<file path="config.mk">
export PLATFORM = sky130hd
export DESIGN_NAME = irq_pend_ctrl
export DESIGN_NICKNAME = d
export VERILOG_FILES = /design/src/rtl/irq_pkg.sv /design/src/rtl/irq_sampler.sv /design/src/rtl/irq_fault_reg.sv /design/src/rtl/irq_prio.sv /design/src/rtl/irq_pend_ctrl.sv
export SDC_FILE = /design/constraint.sdc
export NUM_CORES = 1
export LEC_CHECK = 0
export ABC_CLOCK_PERIOD_IN_PS = 2400
export BUFFER_PORTS_ARGS = -buffer_cell sky130_fd_sc_hd__clkbuf_2
export CORE_UTILIZATION = 47
export DETAILED_ROUTE_END_ITERATION = 10
export HOLD_SLACK_MARGIN = 0.05
export PLACE_DENSITY = 0.76
export SLEW_MARGIN = 20
export SYNTH_ARGS = -nofsm -noshare
export SYNTH_HDL_FRONTEND = slang
export SYNTH_HIERARCHICAL = 1
export SYNTH_SLANG_ARGS = --single-unit
export TNS_END_PERCENT = 20
</file>
<file path="constraint.sdc">
create_clock -name clk -period 2.4 [get_ports clk]
set_clock_uncertainty 0.1 [all_clocks]
set_input_delay 0.48 -clock clk [delete_from_list [all_inputs] [get_ports clk]]
set_output_delay 0.48 -clock clk [all_outputs]
set_load 0.01 [all_outputs]
</file>
<file path="src/rtl/irq_pkg.sv">
package irq_pkg;
  localparam int N_USR  = 7;
  localparam int N_ERR  = 4;
  localparam int N_SW   = 3;
  localparam int NPEND  = 2 + N_USR + 2 + 1 + N_SW;
  localparam int IDXW   = $clog2(NPEND);
  localparam int DW     = 16;

  localparam int B_PFAIL = 0;
  localparam int B_MERR  = 1;
  localparam int B_USR0  = 2;
  localparam int B_TIMA  = B_USR0 + N_USR;
  localparam int B_TIMB  = B_TIMA + 1;
  localparam int B_OVF   = B_TIMB + 1;
  localparam int B_SW0   = B_OVF + 1;

  typedef enum logic [1:0] {
    SEL_PEND  = 2'd0,
    SEL_MASK  = 2'd1,
    SEL_FAULT = 2'd2,
    SEL_CTRL  = 2'd3
  } reg_sel_e;
endpackage

</file>
<file path="src/rtl/irq_sampler.sv">
module irq_sampler #(
  parameter int W = 8
) (
  input  logic         clk,
  input  logic         rst_n,
  input  logic [W-1:0] lvl_i,
  input  logic         stb_i,
  input  logic         hold_i,
  output logic [W-1:0] set_o
);
  logic [W-1:0] samp_q;

  always_ff @(posedge clk) begin
    if (!rst_n) samp_q <= '0;
    else        samp_q <= lvl_i;
  end

  assign set_o = (stb_i && !hold_i) ? samp_q : '0;
endmodule

</file>
<file path="src/rtl/irq_fault_reg.sv">
module irq_fault_reg #(
  parameter int N = 4
) (
  input  logic         clk,
  input  logic         rst_n,
  input  logic [N-1:0] err_i,
  input  logic         wr_i,
  input  logic         clr_i,
  input  logic [N-1:0] wdata_i,
  output logic [N-1:0] fault_o,
  output logic         any_o
);
  logic [N-1:0] fault_q;

  always_ff @(posedge clk) begin
    if (!rst_n)     fault_q <= '0;
    else if (wr_i)  fault_q <= wdata_i;
    else if (clr_i) fault_q <= '0;
    else            fault_q <= fault_q | err_i;
  end

  assign fault_o = fault_q;
  assign any_o   = |fault_q;


  err_set_chk: assert property (@(posedge clk) disable iff (!rst_n)
    ((|err_i) && !wr_i && !clr_i) |=> ((fault_q & $past(err_i)) == $past(err_i)));


  clr_all_chk: assert property (@(posedge clk) disable iff (!rst_n)
    (clr_i && !wr_i) |=> (fault_q == '0));
endmodule

</file>
<file path="src/rtl/irq_prio.sv">
module irq_prio #(
  parameter int N  = 15,
  parameter int IW = 4
) (
  input  logic [N-1:0]  vec_i,
  output logic          any_o,
  output logic [IW-1:0] idx_o
);
  always_comb begin
    idx_o = '0;
    for (int i = N - 1; i >= 0; i--) begin
      if (vec_i[i]) idx_o = IW'(i);
    end
  end

  assign any_o = |vec_i;
endmodule

</file>
<file path="src/rtl/irq_pend_ctrl.sv">
module irq_pend_ctrl
  import irq_pkg::*;
(
  input  logic             clk,
  input  logic             rst_n,
  input  logic [N_USR-1:0] usr_irq_i,
  input  logic             pfail_i,
  input  logic [N_ERR-1:0] merr_i,
  input  logic             tim_a_wrap_i,
  input  logic             tim_b_wrap_i,
  input  logic             ovf_flag_i,
  input  logic             latch_stb_i,
  input  logic             hold_i,
  input  logic             ack_i,
  input  logic [1:0]       reg_sel_i,
  input  logic             reg_wr_i,
  input  logic             reg_clr_i,
  input  logic [DW-1:0]    reg_wdata_i,
  output logic [DW-1:0]    reg_rdata_o,
  output logic             irq_req_o,
  output logic [IDXW-1:0]  irq_idx_o
);
  localparam logic [NPEND-1:0] EXT_BITS =
    NPEND'(((1 << N_USR) - 1) << B_USR0) | NPEND'(1 << B_PFAIL);

  reg_sel_e sel;
  assign sel = reg_sel_e'(reg_sel_i);

  logic [NPEND-1:0] pend_q, mask_q, set_v, clr_v, live_v;
  logic             en_q, en_d, ovf_q, ack_hit, any_live;
  logic [N_ERR-1:0] fault_v;
  logic             fault_any;
  logic [N_USR:0]   ext_set;

  irq_sampler #(.W(N_USR + 1)) u_samp (
    .clk(clk), .rst_n(rst_n), .lvl_i({usr_irq_i, pfail_i}),
    .stb_i(latch_stb_i), .hold_i(hold_i), .set_o(ext_set)
  );

  irq_fault_reg #(.N(N_ERR)) u_fault (
    .clk(clk), .rst_n(rst_n), .err_i(merr_i),
    .wr_i(reg_wr_i && sel == SEL_FAULT),
    .clr_i(reg_clr_i && sel == SEL_FAULT),
    .wdata_i(reg_wdata_i[N_ERR-1:0]),
    .fault_o(fault_v), .any_o(fault_any)
  );

  assign live_v = en_q ? (pend_q & ~mask_q) : '0;

  irq_prio #(.N(NPEND), .IW(IDXW)) u_prio (
    .vec_i(live_v), .any_o(any_live), .idx_o(irq_idx_o)
  );

  assign irq_req_o = any_live;
  assign ack_hit   = ack_i && irq_req_o;

  always_comb begin
    set_v                 = '0;
    set_v[B_PFAIL]        = ext_set[0];
    set_v[B_USR0 +: N_USR] = ext_set[N_USR:1];
    set_v[B_MERR]         = fault_any;
    set_v[B_TIMA]         = tim_a_wrap_i;
    set_v[B_TIMB]         = tim_b_wrap_i;
    set_v[B_OVF]          = ovf_flag_i && !ovf_q && en_q && !mask_q[B_OVF];
    if (reg_wr_i && sel == SEL_PEND)
      set_v[B_SW0 +: N_SW] = reg_wdata_i[B_SW0 +: N_SW];
  end

  always_comb begin
    clr_v = '0;
    if (ack_hit) clr_v[irq_idx_o] = 1'b1;
    if (reg_clr_i && sel == SEL_PEND) clr_v = clr_v | reg_wdata_i[NPEND-1:0];
  end

  always_comb begin
    en_d = en_q;
    if (reg_wr_i && sel == SEL_CTRL)       en_d = reg_wdata_i[0];
    else if (reg_clr_i && sel == SEL_CTRL) en_d = 1'b0;
    if (ack_hit) en_d = 1'b0;
  end

  always_ff @(posedge clk) begin
    if (!rst_n) begin
      pend_q <= '0;
      mask_q <= '0;
      en_q   <= 1'b0;
      ovf_q  <= 1'b0;
    end else begin
      pend_q <= (pend_q | set_v) & ~clr_v;
      en_q   <= en_d;
      ovf_q  <= ovf_flag_i;
      if (reg_wr_i && sel == SEL_MASK)       mask_q <= reg_wdata_i[NPEND-1:0];
      else if (reg_clr_i && sel == SEL_MASK) mask_q <= mask_q & ~reg_wdata_i[NPEND-1:0];
    end
  end

  always_comb begin
    reg_rdata_o = '0;
    unique case (sel)
      SEL_PEND:  reg_rdata_o[NPEND-1:0] = pend_q;
      SEL_MASK:  reg_rdata_o[NPEND-1:0] = mask_q;
      SEL_FAULT: reg_rdata_o[N_ERR-1:0] = fault_v;
      SEL_CTRL:  reg_rdata_o[0]         = en_q;
    endcase
  end


  req_valid_chk: assert property (@(posedge clk) disable iff (!rst_n)
    irq_req_o |-> (en_q && pend_q[irq_idx_o] && !mask_q[irq_idx_o]));


  ack_drop_en_chk: assert property (@(posedge clk) disable iff (!rst_n)
    ack_hit |=> !en_q);


  hold_block_chk: assert property (@(posedge clk) disable iff (!rst_n)
    hold_i |=> (((pend_q & ~$past(pend_q)) & EXT_BITS) == '0));


  tim_a_set_chk: assert property (@(posedge clk) disable iff (!rst_n)
    (tim_a_wrap_i && !clr_v[B_TIMA]) |=> pend_q[B_TIMA]);


  merr_pend_chk: assert property (@(posedge clk) disable iff (!rst_n)
    (fault_any && !clr_v[B_MERR]) |=> pend_q[B_MERR]);
endmodule

</file>
Word-level counts from Yosys, hierarchy flattened
Cells that the tools add are included.

operators by class
  bitwise logic cells = 10
  $lt $le $gt $ge = 2
  eq/ne operators = 3
  reduce and logical (&&, ||, !) cells = 23
  mux-type cells = 31

operator list
  operator                                                            count
  2-to-1 mux 15 bit                                                   5
  2-to-1 mux 4 bit                                                    17
  bitwise AND 15 bit                                                  3
  inverter 15 bit                                                     3
  OR 15 bit                                                           2
  case mux 11 bit (2 select lines)                                    1
  OR reduction 15 bit                                                 1
  logical AND 1 bit                                                   14
  case mux 3 bit (3 select lines)                                     1
  2-to-1 mux 8 bit                                                    1
  less-than comparator 4 x 5 -> 1 bit (second input constant)         1
  demux 1 bit (select 4 bit)                                          1
  == test 2 bit (second input constant)                               2
  greater-or-equal comparator 4 x 1 -> 1 bit (second input constant)  1
  OR 4 bit                                                            1
  case mux 1 bit (4 select lines)                                     1
  nonzero test 2 bit                                                  2
  OR reduction 4 bit                                                  1
  zero test 1 bit                                                     3
  2-to-1 mux 1 bit                                                    3
  2-to-1 mux 3 bit                                                    1
  == test 2 x 1 -> 1 bit (second input constant)                      1
  zero test 2 bit                                                     1
  OR reduction 2 bit                                                  1
  inverter 1 bit                                                      1

storage, ports and cells
  input port bits = 40
  output and inout port bits = 21
  bits in registers = 44

Logic depth before layout (Yosys ltp)
Gate-level depths: netlist of the first run.

  depth after elaboration = 27
  mapped depth = 9

By module
The synthesis of the first run kept the hierarchy.

modules (own cells, without submodules)
  module         cells an instance  seq. area each (µm²)  instances  area each (µm²)
  irq_pend_ctrl  190                640.6                 1          1724.2
  irq_sampler    24                 160.2                 1          280.3
  irq_prio       27                 0.0                   1          158.9
  irq_fault_reg  18                 80.1                  1          156.4

Worst setup path after synthesis of the first run
Ideal clock, no wire load.

  kind = reg-to-reg
  start = register en_q
  end = register pend_q[14]
  data required time = 2.197 ns
  arrival time = 2.360 ns
  setup time = 0.103 ns
  clock period less this slack = 2.563 ns
  stages on the path, launching flop included = 10
  path slack = -0.163 ns
  path through = dfxtp_1 clkbuf_1 nand2_1 nor2_1 nor2b_1 o21ai_0 a311oi_1 nor2b_1 nor2b_1 a2111oi_2

between the ends
  elaborated cells on any way between the ends = 28

RTL lines
  what                                                                                                                     RTL line             text
  start, declared                                                                                                          irq_pend_ctrl.sv:30  logic en_q, en_d, ovf_q, ack_hit, any_live;
  start signal, assigned                                                                                                   irq_pend_ctrl.sv:90  en_q <= en_d;
  2-to-1 mux 15 bit *                                                                                                      irq_pend_ctrl.sv:48  assign live_v = en_q ? (pend_q & ~mask_q) : '0;
  named net live_v[13]                                                                                                     irq_pend_ctrl.sv:29  logic [NPEND-1:0] pend_q, mask_q, set_v, clr_v, live_v;
  2-to-1 mux 4 bit * (14 in series)                                                                                        irq_prio.sv:12       if (vec_i[i]) idx_o = IW'(i);
  named net irq_idx_o[0]                                                                                                   irq_pend_ctrl.sv:21  output logic [IDXW-1:0] irq_idx_o
  less-than comparator 4 x 5 -> 1 bit (implied by the code) or greater-or-equal comparator 4 x 1 -> 1 bit (tied branches)  irq_pend_ctrl.sv:71  if (ack_hit) clr_v[irq_idx_o] = 1'b1;
  logical AND 1 bit (implied by the code)                                                                                  irq_pend_ctrl.sv:71
  2-to-1 mux 1 bit (implied by the code)                                                                                   irq_pend_ctrl.sv:71
  demux 1 bit (select 4 bit) *                                                                                             irq_pend_ctrl.sv:71
  2-to-1 mux 15 bit *                                                                                                      irq_pend_ctrl.sv:71
  OR 15 bit                                                                                                                irq_pend_ctrl.sv:72  if (reg_clr_i && sel == SEL_PEND) clr_v = clr_v | reg_wdata_i[NPEND-1:0];
  2-to-1 mux 15 bit *                                                                                                      irq_pend_ctrl.sv:72
  inverter 15 bit *                                                                                                        irq_pend_ctrl.sv:89  pend_q <= (pend_q | set_v) & ~clr_v;
  bitwise AND 15 bit *                                                                                                     irq_pend_ctrl.sv:89
  end signal, assigned                                                                                                     irq_pend_ctrl.sv:89
  end, declared                                                                                                            irq_pend_ctrl.sv:29

Mark *: on every way through the listed nets, which the timed path passes. The rest lies on a longest branch.
A chain may end at the register's enable or synchronous reset.

Final worst setup path of the first run
  start = register en_q
  end = output irq_idx_o[1]

between the ends
  elaborated cells on any way between the ends = 16

RTL lines
  what                            RTL line
  2-to-1 mux 15 bit               irq_pend_ctrl.sv:48
  named net live_v[7]             irq_pend_ctrl.sv:29
  2-to-1 mux 4 bit (8 in series)  irq_prio.sv:12
  end, declared                   irq_pend_ctrl.sv:21

The timed path passes the listed nets, and every way through them passes these cells.

==> results of run 1 <==
[final timing paths]
path,start,end,slack (ns),cells after the start
worst max-delay path,en_q,irq_idx_o[1],-0.13,6
worst min-delay path,usr_irq_i[2],u_samp/samp_q[3],0.29,2
worst max register to register,en_q,pend_q[9],0.05,10
worst min register to register,mask_q[0],mask_q[0],0.43,1
[registers in the layout, summed over array words and instances (netlist names)]
signal,count
ovf_q,1
mask_q,15
en_q,1
u_fault/fault_o,4
u_samp/samp_q,8
pend_q,15
[repair_timing]
action,4_1_cts,5_1_grt
gates resized for setup,25,18
cloned,1,0
pin swaps,7,5
setup endpoints to repair,5,16
setup buffers,1,2
[Yosys cell counts, types with 3 or more instances]
cell type and number:
mux2i_1 14, nor4_1 3, a21oi_1 6, nand2_1 16
and2_1 13, buf_2 7, nand3_1 15, inv_1 3
a32o_1 15, a21boi_0 5, buf_4 3, nand4_1 3
o21ai_0 19, nor2_1 26, a221oi_1 13, nor2b_1 5
nor3b_1 5, dfxtp_1 44, and3b_1 18
[power breakdown]
group / leakage [nW] / total, mW / internal [mW] / switching, mW
clock network: 0.0455 / 0.477 / 0.235 / 0.242
logic: 0.964 / 0.242 / 0.112 / 0.130
registers: 0.362 / 0.784 / 0.762 / 0.0219
[metrics by stage]
step           setup TNS, ns  utilization
6_report              -0.487        0.662
5_1_grt                -1.10        0.662
3_3_place_gp               0        0.600
3_5_place_dp               0        0.600
4_1_cts               -0.113        0.643
2_1_floorplan         -0.221            -
[cell type report]
class / instances / area [um^2] / area share
multi-input cells: 198 / 1510 / 0.482
inverters: 3 / 11.3 / 0.00360
clock buffers: 8 / 90.1 / 0.0288
repair buffers: 87 / 549 / 0.176
well taps: 67 / 83.8 / 0.0268
flip-flops and latches: 44 / 885 / 0.283
[worst register-to-register path, cell delays in order, from the launching register on]
cell      delay, ns
dfxtp_4        0.37
buf_6          0.13
and3b_2        0.24
or4_4          0.50
a21oi_4        0.15
o32ai_4        0.11
buf_6          0.16
buf_4          0.12
nor2b_1        0.11
buf_4          0.15
a221oi_1       0.08
[cells by family (layout without fill, tap and decap cells)]
| family | count (synthesis) | count (layout) | share of synthesized area |
|---|---|---|---|
| simple gates | 116 | 116 | 0.290 |
| compound gates | 66 | 66 | 0.219 |
| flops | 44 | 44 | 0.380 |
| buf+inv | 17 | 98 | 0.0394 |
| mux | 15 | 15 | 0.0701 |
| other cells | 1 | 1 | 0.00162 |
[metal layers]
metal  track usage  vias to the layer above
li1              -                     1141
met1         0.327                     1126
met2         0.432                      116
met3        0.0556                       20
met4        0.0959                        0
met5             0                        -
==> key figures, run 1 <==
Timing
  • Final hold vios: 0
  • Hold WS: 0.286 ns
  • Slew Viols, Final: 0
  • FMAX: 395 MHz
  • RSZ-0062 raised after global routing: true
  • Worst rel slew slack: 0.489
  • PnR worst setup slack: -0.129 ns
  • Crit share post-route: 1.05
  • Worst slew pin tran: 0.765 ns
  • Final setup fails: 5
  • Final Critical Period: 2.53 ns

Power and ir drop
  • Standby leakage power: 1.37 nW
  • Max rail drop VDD: 0.000386 V
  • Final Power: 1.50 mW
  • PD cells: 481 mW/mm^2

Setup path
  • Critical path class: reg2out
  • Crit. End Element: primary output
  • Arrival @ worst endpoint: 1.95 ns
  • Worst setup SP type: flop
  • Crit path largest cell delay: 0.50 ns
  • Required time of the worst setup path: 1.82 ns
  • Buf+Inv Stages, Crit Path: 2
  • Largest fanout on the critical path: 5
  • Critical path cell sequence: buf_6, and3b_2, or4_4, a21oi_4, o32ai_4, clkbuf_2
  • Crit path max-delay family: simple AND/OR/NAND/NOR gates
  • Slowest CP cell: or4_4

Die
  • Starting density of the core: 0.491
  • Boundary Pins: 61
  • Die Width: 72.3 um
  • Floorplan die height: 72.3 um
  • CORE AREA: 0.00472 mm^2
  • Full die area: 0.00522 mm^2
  • Row count: 25

Cells and area
  • Most frequent cells in the layout: 57 x clkbuf_2, 43 x dfxtp_1, 21 x buf_4
  • Layout cells sized above 1: 0.374
  • Layout Area Growth over Synthesis: 34.7%
  • Final instance area: 0.00313 mm^2
  • # nets final: 379
  • Commonest non-fill, non-tap cell in the layout: clkbuf_2
  • Fin cells: 407
  • ANT cells: 0
  • Number of filler cells placed in the layout: 377

Global route
  • Antenna violations before repair: 0
  • Total track usage: 0.258
  • Congestion Overflow GR: 0
  • First-pass GRT wire length: 10.4 mm
  • Vias in the first global route: 2204
  • Largest net degree at the start of global routing: 26

Route
  • Met2 Wirelength: 3.32 mm
  • Metal3 WL: 525 um
  • Via density: 5.90
  • M1 WL: 2.90 mm
  • DR iter-0 viols: 158
  • DR vias: 2403
  • Avg WL per Cell: 16.9 um
  • Post-DRT Antenna Nets: 0
  • DR top layer: met4
  • Wirelength, routed: 6.89 mm
  • DR DRC count: 0
  • Drt first pass iters: 4

Yosys
  • Syn_nets: 299
  • Post-synth top flop: dfxtp_1
  • Post-synth top area cell: dfxtp_1
  • Synth top area share: 0.380
  • Top cells by area, synth: dfxtp_1 38%, and3b_1 6.8%, a32o_1 6.5%, mux2i_1 6.0%, a221oi_1 4.9%
  • Syn_area_per_cell: 8.96 um^2
  • Post-synth EDFFs: 0
  • Flops & latches, synth: 44
  • Syn Std Cell Area: 0.00232 mm^2
  • Post-synthesis sequential area ratio: 0.380
  • Mapped Cells: 259
  • Netlist cell types: 39
  • Synth async-reset ratio: 0
  • Synth warn: 6

Clock tree
  • Clock root buffer: clkbuf_8
  • Clock Latency Late Sink: 0.30 ns
  • TritonCTS buffer count: 5
  • H-tree levels: 2
  • CTS tree: built
  • Clock Tree Buf Depth: 2
  • Clock sinks: 44
  • Hold_buf cts: 0
  • Worst-path clk slew: 0.08 ns

Place
  • I/O Buffers: 58
  • Placer congestion estimate: 0.884
  • Placed Cells: 395
  • Pre-CTS WS: 0.0669 ns
  • DP HPWL: 4.66 mm
  • Placed inst area: 0.00283 mm^2

Outcome
  • Outcome: finished, violations left
  • Failing checks: negative setup slack

Min path
  • Hold Crit Class: in2reg

Run
  • Max-Cap Viols: 0
Note: power is estimated with default switching activity, not from simulation.
==> inputs of run 2 (changes only) <==
ABC_AREA = 1   (was default)
CORE_UTILIZATION = 49   (was 47)
PLACE_DENSITY = 0.78   (was 0.76)
==> run 2 against run 1 <==
Net effect:
- the run still ends with negative setup slack left
- global-route usage grew 1.6 points
- worst setup slack lost 0.035 ns
- sequential cell count is the same
- via count grew 22%
- hold slack lost 0.024 ns
- utilization shrank 1.5 points
- design area grew 5.6%
- critical path depth grew 2
- critical path type unchanged
- highest routed layer unchanged
==> key figures, run 2 <==
Outcome
  • Outcome: finished, violations left (unchanged)
  • Failing checks: negative setup slack (unchanged)

Setup path
  • Crit. End Element: primary output (unchanged)
  • Critical path launch point: en_q (unchanged)
  • Worst R2R Start: en_q (unchanged)
  • Critical path class: reg2out (unchanged)
  • Arrival @ worst endpoint: 1.98 ns (was 1.95 ns)
  • Reg-to-reg slack, setup: -0.03 ns (was 0.05 ns)
  • R2R cell count: 14 (was 10)
  • Worst setup SP type: flop (unchanged)
  • Reg2Reg Capture Point: pend_q[11] (was pend_q[9])
  • Largest fanout on the critical path: 9 (was 5)
  • Required time of the worst setup path: 1.82 ns (about the same)
  • Worst setup path endpoint: irq_idx_o[3] (was irq_idx_o[1])

Timing
  • Crit share post-route: 1.07 (was 1.05)
  • Final hold vios: 0 (unchanged)
  • Final Critical Period: 2.56 ns (was 2.53 ns)
  • PnR worst setup slack: -0.164 ns (was -0.129 ns)
  • Worst slew pin tran: 0.695 ns (was 0.765 ns)
  • Setup tns final: -0.295 ns (was -0.487 ns)
  • FMAX: 390 MHz (was 395 MHz)
  • RSZ-0062 raised after global routing: true (unchanged)
  • Worst rel slew slack: 0.535 (was 0.489)
  • Slew Viols, Final: 0 (unchanged)
  • Final setup fails: 5 (unchanged)

Power and ir drop
  • Sw Ratio: 0.278 (was 0.262)
  • PD cells: 495 mW/mm^2 (was 481 mW/mm^2)
  • Clk pwr share: 0.348 (was 0.317)
  • Combinational share of power: 0.169 (was 0.161)
  • Standby leakage power: 1.64 nW (was 1.37 nW)
  • Max rail drop VDD: 0.000359 V (was 0.000386 V)
  • Pint: 1.18 mW (was 1.11 mW)
  • Sequential Power Share: 0.483 (was 0.522)
  • Final Power: 1.63 mW (was 1.50 mW)
  • Psw: 0.454 mW (was 0.394 mW)

Die
  • Die Width: 75.0 um (was 72.3 um)
  • CORE AREA: 0.00511 mm^2 (was 0.00472 mm^2)
  • Floorplan die height: 75.0 um (was 72.3 um)
  • Row count: 26 (was 25)
  • Full die area: 0.00562 mm^2 (was 0.00522 mm^2)
  • Starting density of the core: 0.511 (was 0.491)
  • Boundary Pins: 61 (unchanged)

Clock tree
  • Clock sinks: 44 (unchanged)
  • CTS tree: built (unchanged)
  • H-tree levels: 2 (unchanged)
  • Clock Tree Buf Depth: 2 (unchanged)
  • Worst-path clk slew: 0.09 ns (was 0.08 ns)
  • TritonCTS buffer count: 5 (unchanged)
  • Clock root buffer: clkbuf_8 (unchanged)
  • Clock Latency Late Sink: 0.30 ns (about the same)
  • Hold_buf cts: 0 (unchanged)

Place
  • DP HPWL: 5.28 mm (was 4.66 mm)
  • Placer congestion estimate: 0.920 (was 0.884)
  • Pre-CTS WS: -0.00246 ns (was 0.0669 ns)
  • I/O Buffers: 58 (unchanged)

Cells and area
  • Most frequent cells in the layout: 117 x nand2_1, 83 x inv_1, 56 x clkbuf_2 (was 57 x clkbuf_2, 43 x dfxtp_1, 21 x buf_4)
  • Largest registers: mask_q: 15 flops, pend_q: 15 flops, u_samp/samp_q: 8 flops (unchanged)
  • Layout Area Growth over Synthesis: 26.5% (was 34.7%)
  • ANT cells: 0 (unchanged)
  • Register area: 885 um^2 (unchanged)
  • Commonest non-fill, non-tap cell in the layout: nand2_1 (was clkbuf_2)
  • Layout cells sized above 1: 0.257 (was 0.374)
  • Area of the multi-input gates: 0.00142 mm^2 (was 0.00151 mm^2)
  • Number of filler cells placed in the layout: 484 (was 377)
  • # nets final: 549 (was 379)
  • Fin util: 0.646 (was 0.662)

Global route
  • Total track usage: 0.274 (was 0.258)
  • Vias in the first global route: 2685 (was 2204)
  • Congestion Overflow GR: 0 (unchanged)
  • Antenna violations before repair: 0 (unchanged)
  • First-pass GRT wire length: 11.7 mm (was 10.4 mm)
  • Largest net degree at the start of global routing: 18 (was 26)

Route
  • Avg WL per Cell: 12.5 um (was 16.9 um)
  • Wirelength, routed: 7.24 mm (was 6.89 mm)
  • DR vias: 2939 (was 2403)
  • Drt first pass iters: 5 (was 4)
  • Via density: 5.07 (was 5.90)
  • DR iter-0 viols: 246 (was 158)
  • DR DRC count: 0 (unchanged)
  • Post-DRT Antenna Nets: 0 (unchanged)

Yosys
  • Post-synth EDFFs: 0 (unchanged)
  • Syn_nets: 474 (was 299)
  • Post-synth top area cell: dfxtp_1 (unchanged)
  • Post-synth top cells: 119 x nand2_1, 84 x inv_1, 46 x nor2_1 (was 44 x dfxtp_1, 26 x nor2_1, 19 x o21ai_0)
  • Mapped Cells: 434 (was 259)
  • Flops & latches, synth: 44 (unchanged)
  • Synth async-reset ratio: 0 (unchanged)
  • Syn_area_per_cell: 6.01 um^2 (was 8.96 um^2)
  • Synth top area share: 0.338 (was 0.380)
  • Most frequent cell after synthesis: nand2_1 (was dfxtp_1)
  • Post-synth top flop: dfxtp_1 (unchanged)
  • Top cells by area, synth: dfxtp_1 34%, nand2_1 17%, inv_1 12%, nor2_1 6.6%, nand3_1 5.8% (was dfxtp_1 38%, and3b_1 6.8%, a32o_1 6.5%, mux2i_1 6.0%, a221oi_1 4.9%)
  • Synth warn: 6 (unchanged)
  • Post-synthesis sequential area ratio: 0.338 (was 0.380)
  • Syn Std Cell Area: 0.00261 mm^2 (was 0.00232 mm^2)
  • Netlist cell types: 25 (was 39)

Run
  • Max-Cap Viols: 0 (unchanged)

Min path
  • Hold Crit Class: in2reg (unchanged)
-- run 2: changes by cell type in the layout (fill, tap and decap cells not counted), sizes merged, moves of 7 or more --
cell / change
inv: +84
nor2: +24
nand2: +105
and3b: -18
a221oi: -13
and2: -13
a32o: -15
a21oi: +20
nor3: +21
nor3b: -7
mux2i: -14
nand3: +15
-- run 2: cell families after synthesis --
kind of cell	share of synthesized area
flip-flops	0.338
AND/OR/NAND/NOR	0.369
buffers and inverters	0.156
AO/OA/AOI/OAI	0.135
other	0.00144
-- run 2: layout make-up --
class / instances / area share
tap: 70 / 0.0265
inverter: 87 / 0.100
timing repair buffer: 82 / 0.143
sequential: 44 / 0.268
clock inverter: 2 / 0.0106
clock buffer: 6 / 0.0220
multi-input combinational: 289 / 0.430
-- run 2: critical path, cell delays in order (launching register included) --
cell and delay [ns]:
dfxtp_4 0.37, inv_6 0.11, nor3_1 0.08, or2_1 0.25
nor3_1 0.23, inv_1 0.14, nor3_2 0.22, buf_4 0.15
clkbuf_2 0.12
-- run 2: worst min-delay path by stage --
stage / from / to / slack, ns / cells past startpoint
2_1_floorplan: en_q / en_q / 0.35 / 2
3_3_place_gp: en_q / en_q / 0.36 / 2
3_5_place_dp: mask_q[8] / mask_q[8] / 0.37 / 2
4_1_cts: usr_irq_i[0] / u_samp/samp_q[1] / 0.25 / 3
5_1_grt: usr_irq_i[2] / u_samp/samp_q[3] / 0.27 / 3
6_report: usr_irq_i[0] / u_samp/samp_q[1] / 0.26 / 3
-- run 2: per-stage QoR --
| step | std cells | instance area (um^2) | hold slack [ns] |
|---|---|---|---|
| 5_1_grt | 580 | 3300 | 0.265 |
| 4_1_cts | 579 | 3240 | 0.252 |
| 6_report | 580 | 3300 | 0.262 |
| 3_3_place_gp | 567 | 3050 | 0.362 |
| 2_1_floorplan | 434 | 2610 | 0.348 |
| 3_5_place_dp | 567 | 3050 | 0.368 |
-- run 2: repair_timing --
action	in CTS	in global routing
setup buffers	4	1
pin swaps	4	4
gates resized for setup	14	18
endpoints found under the setup margin	8	16
-- run 2: power by group through the flow --
stage          sequential [mW]  combinational, mW  clock [mW]
5_1_grt                  0.794              0.309       0.607
4_1_cts                  0.788              0.270       0.575
6_report                 0.789              0.277       0.569
3_3_place_gp             0.803              0.257           0
2_1_floorplan            0.799              0.166           0
3_5_place_dp             0.805              0.263           0
-- run 2: routing by layer --
metal  routed length (um)  global-route usage
met5                    0                   0
met4                  114               0.103
met3                  488              0.0455
met2                 3560               0.479
met1                 3070               0.339
